===== config.mk =====
export PLATFORM = sky130hd
export DESIGN_NAME = uart_rx_status_unit
export DESIGN_NICKNAME = d
export VERILOG_FILES = /design/src/rtl/rxs_pkg.sv /design/src/rtl/rxs_flag_cell.sv /design/src/rtl/rxs_arm_latch.sv /design/src/rtl/rxs_data_hold.sv /design/src/rtl/rxs_irq_gate.sv /design/src/rtl/uart_rx_status_unit.sv
export SDC_FILE = /design/constraint.sdc
export NUM_CORES = 1
export LEC_CHECK = 0
export ABC_AREA = 0
export CAP_MARGIN = 20
export CORE_MARGIN = 10
export CORE_UTILIZATION = 35
export DETAILED_ROUTE_END_ITERATION = 10
export GPL_TIMING_DRIVEN = 0
export PLACE_DENSITY = 0.65
export SLEW_MARGIN = 20
export SYNTH_ARGS = -nofsm -noshare
export SYNTH_HDL_FRONTEND = slang
export SYNTH_SLANG_ARGS = --single-unit

===== constraint.sdc =====
create_clock -name clk -period 1.35 [get_ports clk]
set_clock_uncertainty 0.15 [all_clocks]
set_input_delay 0.27 -clock clk [delete_from_list [all_inputs] [get_ports clk]]
set_output_delay 0.27 -clock clk [all_outputs]
set_load 0.03 [all_outputs]

===== src/rtl/rxs_pkg.sv =====
package rxs_pkg;
   localparam int NFLAG = 4;
   localparam int F_RDY = 0;
   localparam int F_OVR = 1;
   localparam int F_NSE = 2;
   localparam int F_FRM = 3;
   typedef logic [NFLAG-1:0] flag_vec_t;
endpackage


===== src/rtl/rxs_flag_cell.sv =====
module rxs_flag_cell (
   input  logic clk,
   input  logic rst_n,
   input  logic set_i,
   input  logic clr_i,
   output logic flag_o
);
   always_ff @(posedge clk or negedge rst_n) begin
      if (!rst_n)      flag_o <= 1'b0;
      else if (set_i)  flag_o <= 1'b1;
      else if (clr_i)  flag_o <= 1'b0;
   end


   set_wins_chk: assert property (@(posedge clk) disable iff (!rst_n)
      set_i |=> flag_o);

   clr_only_chk: assert property (@(posedge clk) disable iff (!rst_n)
      $fell(flag_o) |-> $past(clr_i));
endmodule


===== src/rtl/rxs_arm_latch.sv =====
module rxs_arm_latch
   import rxs_pkg::*;
(
   input  logic      clk,
   input  logic      rst_n,
   input  logic      stat_rd,
   input  logic      data_rd,
   input  flag_vec_t flags_i,
   output flag_vec_t clr_o
);
   flag_vec_t armed;

   always_ff @(posedge clk or negedge rst_n) begin
      if (!rst_n)       armed <= '0;
      else if (stat_rd) armed <= flags_i;
      else if (data_rd) armed <= '0;
   end

   assign clr_o = data_rd ? armed : '0;


   disarm_chk: assert property (@(posedge clk) disable iff (!rst_n)
      (data_rd && !stat_rd) |=> (armed == '0));

   late_ovr_chk: assert property (@(posedge clk) disable iff (!rst_n)
      (stat_rd && !flags_i[F_OVR]) |=> !clr_o[F_OVR]);
endmodule


===== src/rtl/rxs_data_hold.sv =====
module rxs_data_hold #(
   parameter int DATA_W = 8
) (
   input  logic              clk,
   input  logic              rst_n,
   input  logic              load_i,
   input  logic [DATA_W-1:0] din,
   output logic [DATA_W-1:0] dout
);
   always_ff @(posedge clk or negedge rst_n) begin
      if (!rst_n)      dout <= '0;
      else if (load_i) dout <= din;
   end


   hold_chk: assert property (@(posedge clk) disable iff (!rst_n)
      !load_i |=> $stable(dout));
endmodule


===== src/rtl/rxs_irq_gate.sv =====
module rxs_irq_gate #(
   parameter bit IRQ_REG = 1'b0
) (
   input  logic clk,
   input  logic rst_n,
   input  logic noise_f,
   input  logic frame_f,
   input  logic noise_ie,
   input  logic frame_ie,
   output logic irq_o
);
   logic req;
   assign req = (noise_f & noise_ie) | (frame_f & frame_ie);

   if (IRQ_REG) begin : g_reg
      always_ff @(posedge clk or negedge rst_n) begin
         if (!rst_n) irq_o <= 1'b0;
         else        irq_o <= req;
      end
   end else begin : g_comb
      assign irq_o = req;

      irq_mask_chk: assert property (@(posedge clk) disable iff (!rst_n)
         (!noise_ie && !frame_ie) |-> !irq_o);
   end
endmodule


===== src/rtl/uart_rx_status_unit.sv =====
module uart_rx_status_unit
   import rxs_pkg::*;
#(
   parameter int DATA_W  = 8,
   parameter bit IRQ_REG = 1'b0
) (
   input  logic              clk,
   input  logic              rst_n,
   input  logic              rx_done,
   input  logic [DATA_W-1:0] rx_byte,
   input  logic              rx_noise,
   input  logic              rx_stop,
   input  logic              stat_rd,
   input  logic              data_rd,
   input  logic              noise_ie,
   input  logic              frame_ie,
   output logic [NFLAG-1:0]  status,
   output logic [DATA_W-1:0] data_out,
   output logic              err_irq
);
   if (DATA_W < 1 || DATA_W > 32) begin : g_bad_width
      $error("uart_rx_status_unit: DATA_W must lie in 1..32");
   end

   flag_vec_t flags, clr, set;
   logic      take, accept, drop;

   rxs_arm_latch u_arm (
      .clk     (clk),
      .rst_n   (rst_n),
      .stat_rd (stat_rd),
      .data_rd (data_rd),
      .flags_i (flags),
      .clr_o   (clr)
   );

   assign take   = clr[F_RDY];
   assign accept = rx_done & (~flags[F_RDY] | take);
   assign drop   = rx_done & flags[F_RDY] & ~take;

   always_comb begin
      set        = '0;
      set[F_RDY] = accept;
      set[F_OVR] = drop;
      set[F_NSE] = accept & rx_noise;
      set[F_FRM] = accept & ~rx_stop;
   end

   for (genvar i = 0; i < NFLAG; i++) begin : g_flag
      rxs_flag_cell u_cell (
         .clk    (clk),
         .rst_n  (rst_n),
         .set_i  (set[i]),
         .clr_i  (clr[i]),
         .flag_o (flags[i])
      );
   end

   rxs_data_hold #(.DATA_W(DATA_W)) u_hold (
      .clk    (clk),
      .rst_n  (rst_n),
      .load_i (accept),
      .din    (rx_byte),
      .dout   (data_out)
   );

   rxs_irq_gate #(.IRQ_REG(IRQ_REG)) u_irq (
      .clk      (clk),
      .rst_n    (rst_n),
      .noise_f  (flags[F_NSE]),
      .frame_f  (flags[F_FRM]),
      .noise_ie (noise_ie),
      .frame_ie (frame_ie),
      .irq_o    (err_irq)
   );

   assign status = flags;


   ovr_rise_chk: assert property (@(posedge clk) disable iff (!rst_n)
      $rose(status[F_OVR]) |-> $past(rx_done));

   rdy_rise_chk: assert property (@(posedge clk) disable iff (!rst_n)
      $rose(status[F_RDY]) |-> $past(rx_done));
endmodule


==> summary.md, run 1 <==
| Metric | Value |
|---|---|
| Status | finished with violations |
| Failing checks | negative setup slack |
| Final Hold Fails | 0 |
| GR Overflow Total | 0 |
| Initial antenna violation count | 0 |
| Synth Cell Area | 819.5 µm² |
| Tcrit/Tclk final | 1.093 |
| Syn Nets | 90 |
| Crit path capture type | output port |
| Worst-margin pin slew | about 0.75 ns |
| Mapped Cells | 73 |
| Power per cell area | 1451 mW/mm² |
| 1st-pass router iterations | 2 |
| Multi-input gate area | 310.3 µm² |
| Mapped Avg Cell Area | approximately 11 µm² |
| CTS tree | done |
| Layout Nets | 126 |
| Core area | roughly 0.0022 mm² |
| Post-synth top area share | 0.4885 |
| Worst setup SP type | flip-flop |
| DP Area | 0.001135 mm² |
| Post-synth top flop | dfrtp_1 |
| CTS sink cnt | 16 |
| Min-Delay Endpoint | g_flag[3].u_cell.flag_o |
| Sequential element share of the synthesized area | 0.4885 |
| Routability cong. | 0.7012 |
| Top post-synthesis cells by count | 16 x dfrtp_1, 15 x nand2_1, 8 x inv_1, 8 x o32ai_2, 5 x buf_4 |
| Vias in the first global route | 635 |
| EDFF count, synth | 0 |
| Worst VDD drop | just under 0.8 mV |
| FMAX | roughly 680 MHz |
| H-tree Lvls | 1 |
| R2R Path Start | g_flag[0].u_cell.flag_o |
| First-pass GRT wire length | slightly above 3000 µm |
| Largest net degree at the start of global routing | 17 |
| Crit-path slowest cell | dfrtp_1 |
| FF-to-FF End | u_hold.dout[5] |
| Final instance area | 0.001154 mm² |
| Share of async-settable or async-resettable flops after synthesis | 1.000 |
| Setup violators final | 3 |
| Pre-CTS WS | -0.6014 ns |
| Share of layout cells above drive strength 1 | 0.3645 |
| Fin. max-slew vios | 0 |
| Filler cell count | 224 |
| Synth warn | 0 |
| Register area | 400.4 µm² |
| Area leader, netlist | dfrtp_1 |
| Die Height | roughly 68 µm |
| Library cells used by synthesis | 17 |
| Initial core utilization | 0.3705 |
| Number of vias per cell | 4.719 |
| CTS Root Cell | clkbuf_4 |
| Clock buffer count from CTS | 3 |
| Hold depth | 3 |
| ANT cells | 0 |
| Drt wl/cell | between 10 and 15 µm |
| Routed vias | roughly 640 |
| DIE WIDTH | between 60 and 70 µm |
| Max cap viols | 0 |
| Port buffer count | 28 |
| CP peak stage delay | 0.41 ns |
| # DRC | 0 |
| CP Cell Sequence | a22o_1 -> buf_6 |
| Drt initial violations | 11 |
| Worst-path maximum fanout | 3 |
| Tot GR Track Use | 0.08424 |
| Clock buffer depth | 2 |
| RSZ-0062 raised after global routing | yes |
| Reg2reg setup slack | 0.06 ns |
| Worst Hold Class | in2reg |
| Area Overhead vs Synth | 40.76% |
| Flops & latches, synth | 16 |
| Ports | 30 |
| Top cells by area, synth | dfrtp_1 49%, o32ai_2 16%, nand2_1 6.9% |
| Row Count | 17 |
| Crit Path Class | reg2out |
| Max_slew headroom | 0.5006 |
| Worst-skew pair later-pin latency | 0.29 ns |
| Top-count cell post-synth | dfrtp_1 |
| Final WL | 1906 µm |
| Post-DP HPWL | 1419 µm |
| Post-layout minimum cycle time | 1.475 ns |
| Critical Path AT | 1.06 ns |
| Static leakage power | between 0.0005 and 0.0006 µW |
| Critical Path RT | 0.93 ns |
| Die Area | between 0.004 and 0.005 mm² |
| Antenna-violating nets left | 0 |
| Setup ws final | -0.1251 ns |
| CTS clk-pin slew, worst paths | 0.09 ns |
| Hold path startpoint | data_rd |
| R2R depth | 4 |
[layout by cell type (no fill, tap or decap), drive strengths merged, types with 2 or more instances in the layout]
cell and n:
nand2b 4, o21ai 3, o32ai 8, dfrtp 16, nand2 15, buf 24
inv 8, o2bb2ai 2, clkbuf 4, a22o 3, clkdlybuf4s50 15
[routing by layer]
layer	global-route usage	up-vias	wire, µm
met3	0.04241	4	187
met5	0	-	0
li1	-	311	-
met4	0.03015	0	14
met1	0.09623	301	856
met2	0.1325	21	848
[metrics by stage]
stage | util | hold WS [ns] | std cells | setup TNS, ns | total power, µW
6_report | 0.5215 | 0.1289 | 135 | -0.2585 | 1673
3_3_place_gp | 0.5130 | 0.3539 | 129 | -4.572 | 1396
3_5_place_dp | 0.5130 | 0.3589 | 129 | -5.097 | 1408
5_1_grt | 0.5215 | 0.1369 | 135 | -0.4044 | 1773
4_1_cts | 0.5147 | 0.1239 | 134 | -0.2253 | 1662
2_1_floorplan | - | -0.1756 | 73 | 0 | 1115
[power by group]
group          switching (µW)  total (µW)  leakage (µW)  internal (µW)
Sequential               59.8         645      0.000193            585
Combinational             391         776      0.000329            385
Clock                     149         253     0.0000138            104
Total                     600        1670      0.000536           1070
[worst max path at each step]
stage,startpoint,to,slack (ns),cells after the start
CTS,g_flag[2].u_cell.flag_o,err_irq,-0.14,2
floorplan,u_arm.armed[0],u_hold.dout[0],0.20,3
global route,g_flag[3].u_cell.flag_o,err_irq,-0.18,2
detailed placement,noise_ie,err_irq,-0.60,3
finish,g_flag[3].u_cell.flag_o,err_irq,-0.13,2
global placement,noise_ie,err_irq,-0.59,3
[sequential cells by signal, summed over array words and instances, names as in the netlist]
name / cells
g_flag.u_cell.flag_o: 4
u_arm.armed: 4
u_hold.dout: 8
[kinds of logic after synthesis]
family	count (synthesis)	synth area share
buffers and inverters	17	0.1328
AOI/OAI and AO/OA	17	0.2443
DFF	16	0.4885
and+or+nand+nor	23	0.1343
[area by class of cell]
cell class / instances / area share
Inverter: 8 / 0.02603
Buffer: 7 / 0.05857
Multi-Input combinational cell: 40 / 0.2690
Timing Repair Buffer: 33 / 0.2495
Clock buffer: 3 / 0.01952
Sequential cell: 16 / 0.3471
Tap cell: 28 / 0.03037
[what timing repair did]
item                                    4_1_cts  5_1_grt
pin swaps                                     1        0
endpoints found under the setup margin       13        3
resized for setup                            75        2
buffers inserted                              4        1
hold buffers                                  0        0
[critical path, delay by kind of cell (launching register included)]
kind | cells | cell delay [ns]
buffers and inverters | 1 | 0.14
flip-flops | 1 | 0.41
AO/OA/AOI/OAI | 1 | 0.22
Power figures use the tool's default switching activity.
==> inputs of run 2 (changes only) <==
- CTS_CLUSTER_DIAMETER: not set -> 30
- DONT_BUFFER_PORTS: not set -> 1
- PLACE_DENSITY: 0.65 -> not set
==> run 2 against run 1 <==
  * The flow still finishes with violations (negative setup slack)
  * Worst hold slack got worse by 0.088 ns
  * Clock power grew 29%
  * Critical path depth down 1
  * Clock-buffer cell count up 1
  * Sequential power up 20%
  * Sequential share of layout area increased by 3.6 points
  * Global-route usage increased by 0.90 points
  * Via count decreased by 6.0%
  * Critical endpoint unchanged
==> summary.md, run 2 (synthesis gave the netlist of run 1 again) <==
| Metric | Value |
|---|---|
| Routed vias | 599 |
| CTS Root Cell | clkbuf_4 |
| Layout Nets | 110 |
| Commonest cells after routing, fill and taps aside | 16 x dfrtp_1, 15 x nand2_1, 13 x dlygate4sd3_1 |
| Number of vias per cell | 4.992 |
| Initial core utilization | 0.3705 |
| Area Overhead vs Synth | 27.48% |
| CTS tree | done |
| Clock buffer depth | 2 |
| ANT cells | 0 |
| Setup ws final | -0.07359 ns |
| DP Area | 854.6 µm² |
| Clock buffer count from CTS | 3 |
| FF-to-FF End | u_hold.dout[7] |
| Number of cells after detailed placement | just over 100 |
| Final core occ | 0.4723 |
| Worst-skew pair later-pin latency | 0.30 ns |
| Initial antenna violation count | 0 |
| Crit Path Class | reg2out |
| Core area | 0.002212 mm² |
| Crit path max-delay family | flip-flops |
| Final WL | ~1900 µm |
| Final instance area | 0.001045 mm² |
| R2R Path Start | u_arm.armed[0] |
| Critical Path RT | 0.93 ns |
| Antenna-violating nets left | 0 |
| Non-Filler Instances | between 100 and 150 |
| FMAX | 702.4 MHz |
| Hold path startpoint | stat_rd |
| Largest net degree at the start of global routing | 17 |
| 1st-pass router iterations | 4 |
| Routability cong. | 0.7000 |
| Ports | 30 |
| Worst setup SP type | flip-flop |
| Worst-margin pin slew | approximately 0.73 ns |
| Largest register FFs | 8 |
| Buf/Inv on CP | 0 |
| # DRC | 0 |
| Largest Register | u_hold.dout |
| Crit path capture type | output port |
| First-pass GRT wire length | 3208 µm |
| Tot GR Track Use | 0.09319 |
| CTS sink cnt | 16 |
| R2R depth | 3 |
| Final Hold Fails | 0 |
| Die Height | slightly below 70 µm |
| H-tree Lvls | 1 |
| Die Area | 0.004677 mm² |
| Drt initial violations | 30 |
| RSZ-0062 raised after global routing | yes |
| Worst Hold Class | in2reg |
| Worst VDD drop | 0.9973 mV |
| Critical Path AT | 1.00 ns |
| CTS clk-pin slew, worst paths | 0.09 ns |
| Failing checks | negative setup slack |
| CP peak stage delay | 0.41 ns |
| Static leakage power | between 0.0004 and 0.0005 µW |
| Tcrit/Tclk final | 1.055 |
| Post-layout minimum cycle time | 1.424 ns |
| Vias in the first global route | 641 |
| Max cap viols | 0 |
| GR Overflow Total | 0 |
| Post-DP HPWL | 1354 µm |
| Setup violators final | 1 |
| DIE WIDTH | 68.39 µm |
| Worst-path maximum fanout | 3 |
| Reg2reg setup slack | 0.13 ns |
| Row Count | 17 |
| Power per cell area | 1513 mW/mm² |
| Min-Delay Endpoint | u_arm.armed[0] |
| Status | finished with violations |
| Crit-path slowest cell | dfrtp_1 |
| Share of layout cells above drive strength 1 | 0.2935 |
| Port buffer count | 0 |
| Drt wl/cell | 16.18 µm |
| Hold depth | 2 |
| Fin. max-slew vios | 0 |
| CP Cell Sequence | a22o_4 |
| Max_slew headroom | 0.5089 |
| Leading registers by flop count | u_hold.dout (8), g_flag.u_cell.flag_o (4), u_arm.armed (4) |
| Commonest non-fill, non-tap cell in the layout | dfrtp_1 |
## run 2: repair_timing
action | 4_1_cts | 5_1_grt
gates resized for setup | 2 | 0
hold endpoints to repair | 31 | 0
gates cloned | 0 | 0
buffers inserted | 2 | 0
setup endpoints to repair | 2 | 2
pin swaps | 1 | 0
hold buffers | 13 | 0
## run 2: worst max path at each step
stage	startpoint	end	slack (ns)	depth (start not counted)
after floorplan	u_arm.armed[0]	u_hold.dout[0]	0.20	3
after global placement	u_arm.armed[0]	u_hold.dout[4]	0.17	3
after detailed placement	u_arm.armed[0]	u_hold.dout[7]	0.14	3
after CTS	g_flag[2].u_cell.flag_o	err_irq	-0.09	1
after global routing	g_flag[2].u_cell.flag_o	err_irq	-0.11	1
final	g_flag[2].u_cell.flag_o	err_irq	-0.07	1
## run 2: final cells by class
class / instances / area (µm²)
Fill cell: 212 / 1167
Sequential cell: 16 / 400.4
Multi-Input combinational cell: 40 / 319.1
Timing Repair Buffer: 15 / 145.1
Buffer: 9 / 78.83
Clock buffer: 4 / 36.28
Tap cell: 28 / 35.03
Inverter: 8 / 30.03
## run 2: per-stage QoR
step	hold slack, ns	power (µW)	setup WS [ns]	TNS [ns]
detailed placement	-0.1750	1179	0.1412	0
global route	0.05428	1674	-0.1101	-0.1132
global placement	-0.1751	1166	0.1707	0
floorplan	-0.1756	1115	0.1986	0
finish	0.04074	1581	-0.07359	-0.07359
CTS	0.02929	1602	-0.08944	-0.08944
## run 2: metal layers
| metal | vias up | wire [µm] | GRT usage |
|---|---|---|---|
| li1 | 283 | - | - |
| met1 | 290 | 801 | 0.1020 |
| met2 | 22 | 865 | 0.1394 |
| met3 | 4 | 234 | 0.05710 |
| met4 | 0 | 40 | 0.04523 |
| met5 | - | 0 | 0 |
## run 2: worst reg2reg max path: stages, from the launching register on
cell and delay (ns):
dfrtp_1 0.42, and3_4 0.19, buf_6 0.14, o32ai_2 0.24
## run 2: report_power, final
part           leakage, µW  switching, µW  internal (µW)
logic             0.000255            238            245
registers         0.000193            187            584
clock network    0.0000210            162            165
total             0.000470            587            994
